**src/rtl/rxq_pkg.sv**
```systemverilog
package rxq_pkg;
  localparam int CHAR_W = 8;

  typedef struct packed {
    logic              brk;
    logic              frm;
    logic              par;
    logic [CHAR_W-1:0] data;
  } rxq_entry_t;
endpackage

```
**src/rtl/rxq_store.sv**
```systemverilog
module rxq_store
  import rxq_pkg::*;
#(
  parameter int DEPTH = 128,
  localparam int AW   = (DEPTH > 1) ? $clog2(DEPTH) : 1,
  localparam int CW   = $clog2(DEPTH + 1)
) (
  input  logic          clk,
  input  logic          rst,
  input  logic          wr_en,
  input  rxq_entry_t    wr_word,
  input  logic          rd_en,
  output rxq_entry_t    head,
  output logic [CW-1:0] level,
  output logic          ready,
  output logic          overrun,
  output logic          push_ok,
  output logic          pop_ok
);
  rxq_entry_t    mem [DEPTH];
  rxq_entry_t    head_q;
  logic [AW-1:0] wr_ptr, rd_ptr, rd_nxt;
  logic [CW-1:0] lvl_q, lvl_d;
  logic          full_c, empty_c, ready_q, ovr_q;

  function automatic logic [AW-1:0] bump(input logic [AW-1:0] p);
    return (p == AW'(DEPTH - 1)) ? '0 : p + 1'b1;
  endfunction

  assign full_c  = (lvl_q == CW'(DEPTH));
  assign empty_c = (lvl_q == '0);
  assign pop_ok  = rd_en && !empty_c;
  assign push_ok = wr_en && (!full_c || pop_ok);
  assign rd_nxt  = pop_ok ? bump(rd_ptr) : rd_ptr;

  always_comb begin
    lvl_d = lvl_q;
    if (push_ok && !pop_ok) lvl_d = lvl_q + 1'b1;
    else if (pop_ok && !push_ok) lvl_d = lvl_q - 1'b1;
  end

  // storage array: write port only, no reset, so block RAM can be inferred
  always_ff @(posedge clk) begin
    if (push_ok) mem[wr_ptr] <= wr_word;
  end

  // look-ahead read: head register always holds the entry at the next read pointer
  always_ff @(posedge clk) begin
    if (rst) head_q <= '0;
    else if (push_ok && (wr_ptr == rd_nxt)) head_q <= wr_word;
    else head_q <= mem[rd_nxt];
  end

  always_ff @(posedge clk) begin
    if (rst) begin
      wr_ptr  <= '0;
      rd_ptr  <= '0;
      lvl_q   <= '0;
      ready_q <= 1'b0;
      ovr_q   <= 1'b0;
    end else begin
      if (push_ok) wr_ptr <= bump(wr_ptr);
      rd_ptr  <= rd_nxt;
      lvl_q   <= lvl_d;
      ready_q <= (lvl_d != '0);
      if (wr_en && full_c && !pop_ok) ovr_q <= 1'b1;
      else if (rd_en) ovr_q <= 1'b0;
    end
  end

  assign head    = head_q;
  assign level   = lvl_q;
  assign ready   = ready_q;
  assign overrun = ovr_q;

  AST_NO_OVERFLOW: assert property (@(posedge clk) disable iff (rst)
    lvl_q <= CW'(DEPTH));
  AST_EMPTY_READ: assert property (@(posedge clk) disable iff (rst)
    (rd_en && empty_c && !wr_en) |=> (lvl_q == '0));
  AST_OVR_SET: assert property (@(posedge clk) disable iff (rst)
    (wr_en && full_c && !rd_en) |=> (ovr_q && $stable(lvl_q)));
  AST_READY_LEVEL: assert property (@(posedge clk) disable iff (rst)
    ready_q == (lvl_q != '0));
endmodule

```
**src/rtl/rxq_timeout.sv**
```systemverilog
module rxq_timeout #(
  parameter int TICKS_PER_BIT = 16,
  localparam int MAX_LIM      = TICKS_PER_BIT * (4 * 8 + 12),
  localparam int LW           = $clog2(MAX_LIM + 1)
) (
  input  logic       clk,
  input  logic       rst,
  input  logic       tick,
  input  logic       restart,
  input  logic       active,
  input  logic [1:0] wlen,
  output logic       tmo
);
  logic [LW-1:0] cnt_q, limit;
  logic          tmo_q;

  // quiet period: four characters plus twelve bit times, in 16x ticks
  always_comb begin
    limit = LW'(TICKS_PER_BIT * (4 * (5 + int'(wlen)) + 12));
  end

  always_ff @(posedge clk) begin
    if (rst) begin
      cnt_q <= '0;
      tmo_q <= 1'b0;
    end else if (restart || !active) begin
      cnt_q <= '0;
      tmo_q <= 1'b0;
    end else if (tick && !tmo_q) begin
      if (cnt_q >= limit - 1'b1) tmo_q <= 1'b1;
      else cnt_q <= cnt_q + 1'b1;
    end
  end

  assign tmo = tmo_q;

  AST_TMO_CLEAR: assert property (@(posedge clk) disable iff (rst)
    restart |=> !tmo_q);
  AST_TMO_NONEMPTY: assert property (@(posedge clk) disable iff (rst)
    tmo_q |-> active);
endmodule

```
**src/rtl/rxq_irq.sv**
```systemverilog
module rxq_irq #(
  parameter int DEPTH = 128,
  localparam int CW   = $clog2(DEPTH + 1)
) (
  input  logic          clk,
  input  logic          rst,
  input  logic [CW-1:0] level,
  input  logic          trig_en,
  input  logic [CW-1:0] trig_lvl,
  input  logic          ien,
  input  logic          tmo,
  output logic          irq
);
  logic hit, irq_q;

  assign hit = (level != '0) && (!trig_en || (level >= trig_lvl));

  always_ff @(posedge clk) begin
    if (rst) irq_q <= 1'b0;
    else     irq_q <= ien && (hit || tmo);
  end

  assign irq = irq_q;

  AST_IRQ_MASK: assert property (@(posedge clk) disable iff (rst)
    !ien |=> !irq_q);
  AST_IRQ_TMO: assert property (@(posedge clk) disable iff (rst)
    (ien && tmo) |=> irq_q);
endmodule

```
**src/rtl/rxq_top.sv**
```systemverilog
module rxq_top
  import rxq_pkg::*;
#(
  parameter int DEPTH         = 128,
  parameter int TICKS_PER_BIT = 16,
  localparam int CNT_W        = $clog2(DEPTH + 1)
) (
  input  logic              clk,
  input  logic              rst,
  input  logic              rx_valid,
  input  logic [CHAR_W-1:0] rx_data,
  input  logic              rx_par_err,
  input  logic              rx_frm_err,
  input  logic              rx_brk,
  input  logic              tick16,
  input  logic              host_rd,
  input  logic [1:0]        wlen_sel,
  input  logic              rx_ien,
  input  logic              trig_en,
  input  logic [CNT_W-1:0]  trig_lvl,
  output logic [CHAR_W-1:0] rhr_data,
  output logic [4:0]        lsr_flags,
  output logic              rx_irq,
  output logic              rx_tmo
);
  rxq_entry_t       in_word, head;
  logic [CNT_W-1:0] level;
  logic             ready, overrun, push_ok, pop_ok, tmo;

  assign in_word = '{brk: rx_brk, frm: rx_frm_err, par: rx_par_err, data: rx_data};

  rxq_store #(.DEPTH(DEPTH)) u_store (
    .clk(clk), .rst(rst), .wr_en(rx_valid), .wr_word(in_word), .rd_en(host_rd),
    .head(head), .level(level), .ready(ready), .overrun(overrun),
    .push_ok(push_ok), .pop_ok(pop_ok)
  );

  rxq_timeout #(.TICKS_PER_BIT(TICKS_PER_BIT)) u_tmo (
    .clk(clk), .rst(rst), .tick(tick16), .restart(push_ok || pop_ok),
    .active(ready), .wlen(wlen_sel), .tmo(tmo)
  );

  rxq_irq #(.DEPTH(DEPTH)) u_irq (
    .clk(clk), .rst(rst), .level(level), .trig_en(trig_en), .trig_lvl(trig_lvl),
    .ien(rx_ien), .tmo(tmo), .irq(rx_irq)
  );

  assign rhr_data  = head.data;
  assign lsr_flags = {head.brk & ready, head.frm & ready, head.par & ready, overrun, ready};
  assign rx_tmo    = tmo;

  AST_TMO_READY: assert property (@(posedge clk) disable iff (rst)
    rx_tmo |-> lsr_flags[0]);
endmodule

```
**config.mk**
```make
export PLATFORM = sky130hd
export DESIGN_NAME = rxq_top
export DESIGN_NICKNAME = d
export VERILOG_FILES = /design/src/rtl/rxq_pkg.sv /design/src/rtl/rxq_store.sv /design/src/rtl/rxq_timeout.sv /design/src/rtl/rxq_irq.sv /design/src/rtl/rxq_top.sv
export SDC_FILE = /design/constraint.sdc
export NUM_CORES = 2
export LEC_CHECK = 0
export ABC_CLOCK_PERIOD_IN_PS = 4220
export BUFFER_PORTS_ARGS = -buffer_cell sky130_fd_sc_hd__buf_2
export CAP_MARGIN = 20
export CORE_AREA = 8 8 236 407
export CTS_BUF_LIST = sky130_fd_sc_hd__clkbuf_2 sky130_fd_sc_hd__clkbuf_4 sky130_fd_sc_hd__clkbuf_8
export CTS_CLUSTER_SIZE = 30
export DETAILED_ROUTE_END_ITERATION = 8
export DIE_AREA = 0 0 244 415
export HOLD_SLACK_MARGIN = 0.05
export PLACE_DENSITY_LB_ADDON = 0.12
export SYNTH_ARGS = -nofsm -noshare
export SYNTH_HDL_FRONTEND = slang
export SYNTH_SLANG_ARGS = --single-unit
export TNS_END_PERCENT = 100
```
**constraint.sdc**
```tcl
create_clock -name clk -period 4.22 [get_ports clk]
set_input_delay 0.211 -clock clk [delete_from_list [all_inputs] [get_ports clk]]
set_output_delay 0.211 -clock clk [all_outputs]
set_load 0.03 [all_outputs]
```
# [Word-level counts from Yosys, hierarchy flattened]
# Memories as Yosys holds them, arrays and structs flattened. A register that Yosys moved wholly into a read port is not among the register bits.
# Cells that the tools add are included.
[totals] elab_cells=63 register_bits=36 in_bits=28 memories=1 out_inout_bits=15 mem_bits_rw=1408 latchBits=0 romBits=0
[classes] n_mul=0 bitwise_logic=4 order_cmp=2 reduce_logical=28 n_addsub=8 eq_ne=3 div=0 muxes=9 shifts=0
[mem_list] memory="u_store.mem" depth=128 width=11 rd=1 rd_ports_with_merged_regs=1 wr=1 line_no="rxq_store.sv:20" text="rxq_entry_t mem [DEPTH];"
[ops] cell="two-way mux 7 bit" n=3
[ops] cell="two-way mux 8 bit" n=2
[ops] cell="nonzero test 8 bit" n=2
[ops] cell="adder 7 x 1 -> 7 bit, second input constant" n=2
[ops] cell="equality test 7 bit, second input constant" n=2
[ops] cell="adder 10 x 1 -> 10 bit, second input constant" n=1
[ops] cell="greater-or-equal comparator 10 bit" n=1
[ops] cell="subtractor 10 x 1 -> 10 bit, second input constant" n=1
[ops] cell="logical AND 1 bit" n=9
[ops] cell="adder 8 x 1 -> 8 bit, second input constant" n=1
[ops] cell="equality test 8 bit, second input constant" n=1
[ops] cell="greater-or-equal comparator 8 bit" n=1
[ops] cell="zero test 8 bit" n=1
[ops] cell="subtractor 8 x 1 -> 8 bit, second input constant" n=1
[ops] cell="zero test 1 bit" n=7
[ops] cell="adder 6 x 5 -> 6 bit, second input constant" n=1
[ops] cell="logical OR 1 bit" n=5
[ops] cell="adder 3 x 2 -> 4 bit, first input constant" n=1
[ops] cell="two-way mux 1 bit" n=4
[ops] cell="AND reduction 2 bit" n=2
[ops] cell="bitwise AND 1 bit" n=3
[ops] cell="nonzero test 2 bit" n=1
[ops] cell="OR reduction 2 bit" n=1
[ops] cell="inverter 1 bit" n=1

# [Depth between registers and ports, before layout]
[logic_depth] ltp_word=10 mapped_depth=15 depth_no_buf=11

# [Cells and area by module]
# Synthesis repeated with hierarchy kept, for this count alone.
[unflattened] cells_unflattened=3875 area_unflattened_um2=58542.4
[by_module_without_submodules] module="rxq_store" area_per_inst_um2=57545.2 seq_area_each_um2=42981.2 instances=1 cells_per_inst=3758
[by_module_without_submodules] module="rxq_timeout" area_per_inst_um2=695.7 seq_area_each_um2=220.2 instances=1 cells_per_inst=79
[by_module_without_submodules] module="rxq_irq" area_per_inst_um2=261.5 seq_area_each_um2=20.0 instances=1 cells_per_inst=32
[by_module_without_submodules] module="rxq_top" area_per_inst_um2=40.0 seq_area_each_um2=0.0 instances=1 cells_per_inst=6

# [Worst setup path after synthesis]
# No wires, ideal clock.
[synth_timing] path_kind="reg2reg" start="register u_store.lvl_q[0] (netlist: u_store.level[0])" end="register u_store.head[10] (netlist name)" synth_period_minus_slack_ns=3.302 slack_ns=0.918 setup_ns=0.134 stages_incl_launch_ff=15 t_arrival_ns=3.168 path_buffers=3 required_time_ns=4.086 cell_sequence="dfxtp_1 inv_1 ha_1 or4b_4 o21ai_4 mux2i_1 buf_6 buf_2 buf_1 mux2i_1 mux2i_1 a32oi_1 nand4_1 o21bai_1 o211ai_1"
[synth_via] elab_chain_cells=4
[synth_lines] item="start: declaration" line_no="rxq_store.sv:23" text="logic [CW-1:0] lvl_q, lvl_d;"
[synth_lines] item="start signal: assignment" line_no="rxq_store.sv:64" text="lvl_q <= lvl_d;"
[synth_lines] item="zero test 8 bit" line_no="rxq_store.sv:31" text="assign empty_c = (lvl_q == '0);"
[synth_lines] item="zero test 1 bit" line_no="rxq_store.sv:32" text="assign pop_ok = rd_en && !empty_c;"
[synth_lines] item="logical AND 1 bit" line_no="rxq_store.sv:32"
[synth_lines] item="two-way mux 7 bit" line_no="rxq_store.sv:34" text="assign rd_nxt = pop_ok ? bump(rd_ptr) : rd_ptr;"
# Every way passes these cells.
# A chain may end at the register's enable or synchronous reset.

# [Worst setup path after layout]
[layout_timing] start="register u_store.lvl_q[0] (netlist: u_store.level[0])" end="register u_store.head[9] (netlist name)"
[layout_via] elab_chain_cells=4
[layout_lines] item="zero test 8 bit" line_no="rxq_store.sv:31"
[layout_lines] item="zero test 1 bit" line_no="rxq_store.sv:32"
[layout_lines] item="logical AND 1 bit" line_no="rxq_store.sv:32"
[layout_lines] item="two-way mux 7 bit" line_no="rxq_store.sv:34"
# Every way passes these cells.

==> out/qor.yml <==
fin_cells: 5807
regArea_um2: 43200
cts_tree: "yes"
drive_above_1_share_pct: 15.5
syn-num-nets: 4226
hpwl_um: 97000
ys_top_cells_by_count: "edfxtp_1, nand2_1, nand3_1, mux2i_1"
final_hold_viol_count: 0
post-route-period-util_pct: 96.5
grt_pass1_wl_um: 232000
met3RoutedLength_um: 13300
ys_async_sr_fraction_pct: 0
cts.path.max_buffers: 3
cp_data_arrival_time_ns: 4.81
avgSynthCellArea_um2: 13.9
synth_top_area_share_pct: 72.6
drv_cap: 0
gp_congestion: 0.909
cp_max_fo: 15
track_usage_pct: 30.8
nets: 4498
cp_slowest_cell: "or4b_4"
route.met2.wl_um: 80100
start_util_pct: 64.4
multi_input_area_um2: 13900
via_per_inst: 6.45
drc: 0
worst_slew_pin_slew_ns: 1.14
io_pins: 43
clock-root-buffer: "clkbuf_8"
status: "complete, no violations"
num_rows: 146
dr.pass1.iters: 7
synth_edf_count: 1408
grt_overflow: 0
fin_worst_skew_ns: 0.0259
worst_path_largest_cell_delay_ns: 0.51
cp-start-kind: "flip-flop"
grt_pass1_vias: 36600
maxClockFrequency_mhz: 246
htreeDepth: 4
dr.max_layer_used: "met5"
drt.antenna.violating_nets: 0
dr_total_vias: 37500
die_y_um: 415
crit_chain: "inv_2, ha_4, or4b_4, o21ai_4, buf_4, mux2_8, buf_12, nor2_4, buf_12, nand3_1, o211ai_1, buf_4, nand4_1, o21bai_1, o211ai_1"
slew_violations: 0
synth_flop_cell: "edfxtp_1"
drt_iter0_markers: 4694
wl_per_cell_um: 27.3
worst_ep_required_time_ns: 4.96
wl_met1_um: 55700
synthDistinctLibCells: 60
dp.cells: 5388
crit_path_end_kind: "flip-flop"
yosys-top-cells-area: "edfxtp_1, nand2_1, nand3_1"
synth_area_um2: 58200
area_delta_synth_final_pct: 13.2
finalCriticalPeriod_ns: 4.07
die-area_um2: 101000
clock_latency_ns: 0.89
yosys_warnings: 0
hold_path_class: "in -> reg"
synth_top_cell_by_area: "edfxtp_1"
yosysSeqAreaShare_pct: 74.2
grt_setup_unrepaired: "no"
core_um2: 90400
clock_sinks: 1455
cp_top_family: "simple AND/OR/NAND/NOR gates"
io_buffers: 42
finalSetupViolations: 0
grt_max_degree: 115
fin_util_pct: 72.9
fillCellCount: 5879
path_clk_slew_ns: 0.07
numCtsBuffers: 195
p_leak_nw: 22.5
synth-seq-cells: 1455
antenna_found_initial: 3
syn-instance-count: 4179
relSlewSlack_pct: 24.2
holdWs_ns: 0.251
die_w_um: 244
wl_um: 159000
yosysMostFrequentCell: "edfxtp_1"
path_buf_inv: 5
power_per_cell_area_nw_per_um2: 611
critical_path_class: "reg -> reg"
peakVddDrop_mv: 0.700
final timing paths:
kind	start	slack [ns]	cells past startpoint	endpoint
worst max-delay path	u_store.level[0]$_SDFF_PP0_	0.15	15	u_store.head[9]$_SDFF_PP0_
worst min register to register	u_tmo.cnt_q[9]$_SDFFE_PP0P_	0.54	2	u_tmo.cnt_q[9]$_SDFFE_PP0P_
worst min-delay path	wlen_sel[1]	0.25	8	u_tmo.cnt_q[0]$_SDFFE_PP0P_
worst max register to register	u_store.level[0]$_SDFF_PP0_	0.15	15	u_store.head[9]$_SDFF_PP0_
metrics by stage:
step / TNS [ns] / cell area, um^2 / worst slack (ns) / power [mW]
final: 0 / 65900 / 0.147 / 40.3
after detailed placement: -1.22 / 61200 / -0.310 / 28.7
after global placement: -0.919 / 61100 / -0.300 / 28.5
after CTS: 0 / 65600 / 0.0114 / 39.9
after floorplan: 0 / 58200 / 0.918 / 24.4
after global routing: 0 / 65900 / 0.0144 / 41.8
cell type report:
| cell class | count | share of cell area, % |
|---|---|---|
| Inverter | 15 | 0.0854 |
| Sequential cell | 1455 | 65.6 |
| Antenna cell | 2 | 0.00760 |
| Timing Repair Buffer | 357 | 4.87 |
| Clock buffer | 255 | 4.79 |
| Clock inverter | 112 | 1.29 |
| Multi-Input combinational cell | 2427 | 21.1 |
| Tap cell | 1184 | 2.25 |
tightest hold or removal path: cells and delay by family:
family,cells,cell delay [ns]
AOI/OAI and AO/OA,1,0.07
xor gates and xnor gates,1,0.13
adders and majority gates,2,0.33
and+or+nand+nor,1,0.03
buffers and inverters,3,0.33
power by group:
group	switching [mW]	total [mW]	internal (mW)	leakage (nW)
logic	8.46	13.3	4.86	7.42
clock network	5.18	10.9	5.70	2.08
registers	0.154	16.1	15.9	13.0
cells in the final DEF (no fill, tap or decap), types with 31 or more instances in the layout:
master / synthesis / final
edfxtp_1: 1408 / 1408
buf_4: 14 / 257
o211ai_1: 84 / 84
a32oi_1: 51 / 48
nand3_1: 615 / 615
mux2i_1: 182 / 180
clkbuf_8: 0 / 200
a31oi_1: 63 / 63
clkbuf_4: 0 / 56
clkinv_1: 0 / 60
mux4_2: 32 / 32
o21ai_0: 56 / 56
buf_2: 64 / 31
a21oi_1: 36 / 35
dfxtp_1: 47 / 46
nand2_1: 831 / 830
nand4_1: 65 / 65
nor2_1: 179 / 176
per-layer routing:
metal / global-route usage, % / up-vias
met1: 36.9 / 18600
met4: 16.9 / 4
met2: 52.1 / 2108
met3: 6.06 / 448
met5: 0 / -
li1: - / 16300
repair_timing:
| item | CTS | global route |
|---|---|---|
| hold buffers | 21 | 0 |
| hold endpoints to repair | 593 | 0 |
| pin swaps | 4 | 9 |
| cloned | 3 | 3 |
| resized for setup | 6 | 20 |
| endpoints found under the setup margin | 9 | 10 |
| setup buffers | 8 | 3 |
kinds of logic (layout without fill, tap and decap cells):
logic type	after synthesis	after routing	share of synthesized area [%]
adder cells (fa/ha/maj)	19	19	0.408
other	0	2	0
flip-flops	1455	1455	74.2
buffers and inverters	298	739	2.28
AO/OA/AOI/OAI	401	401	4.88
AND/OR/NAND/NOR	1760	1761	13.3
multiplexers	216	216	4.41
XOR/XNOR	30	30	0.464
flip-flops by register name (all words and copies together), names as in the netlist:
signal and count:
u_store.wr_ptr 7, u_store.rd_ptr 7, u_store.level 8, u_tmo.cnt_q 10, u_store.mem 1408, u_store.overrun 1, u_tmo.tmo 1, u_irq.irq 1
u_store.ready 1, u_store.head 11
Power figures use the tool's default switching activity.
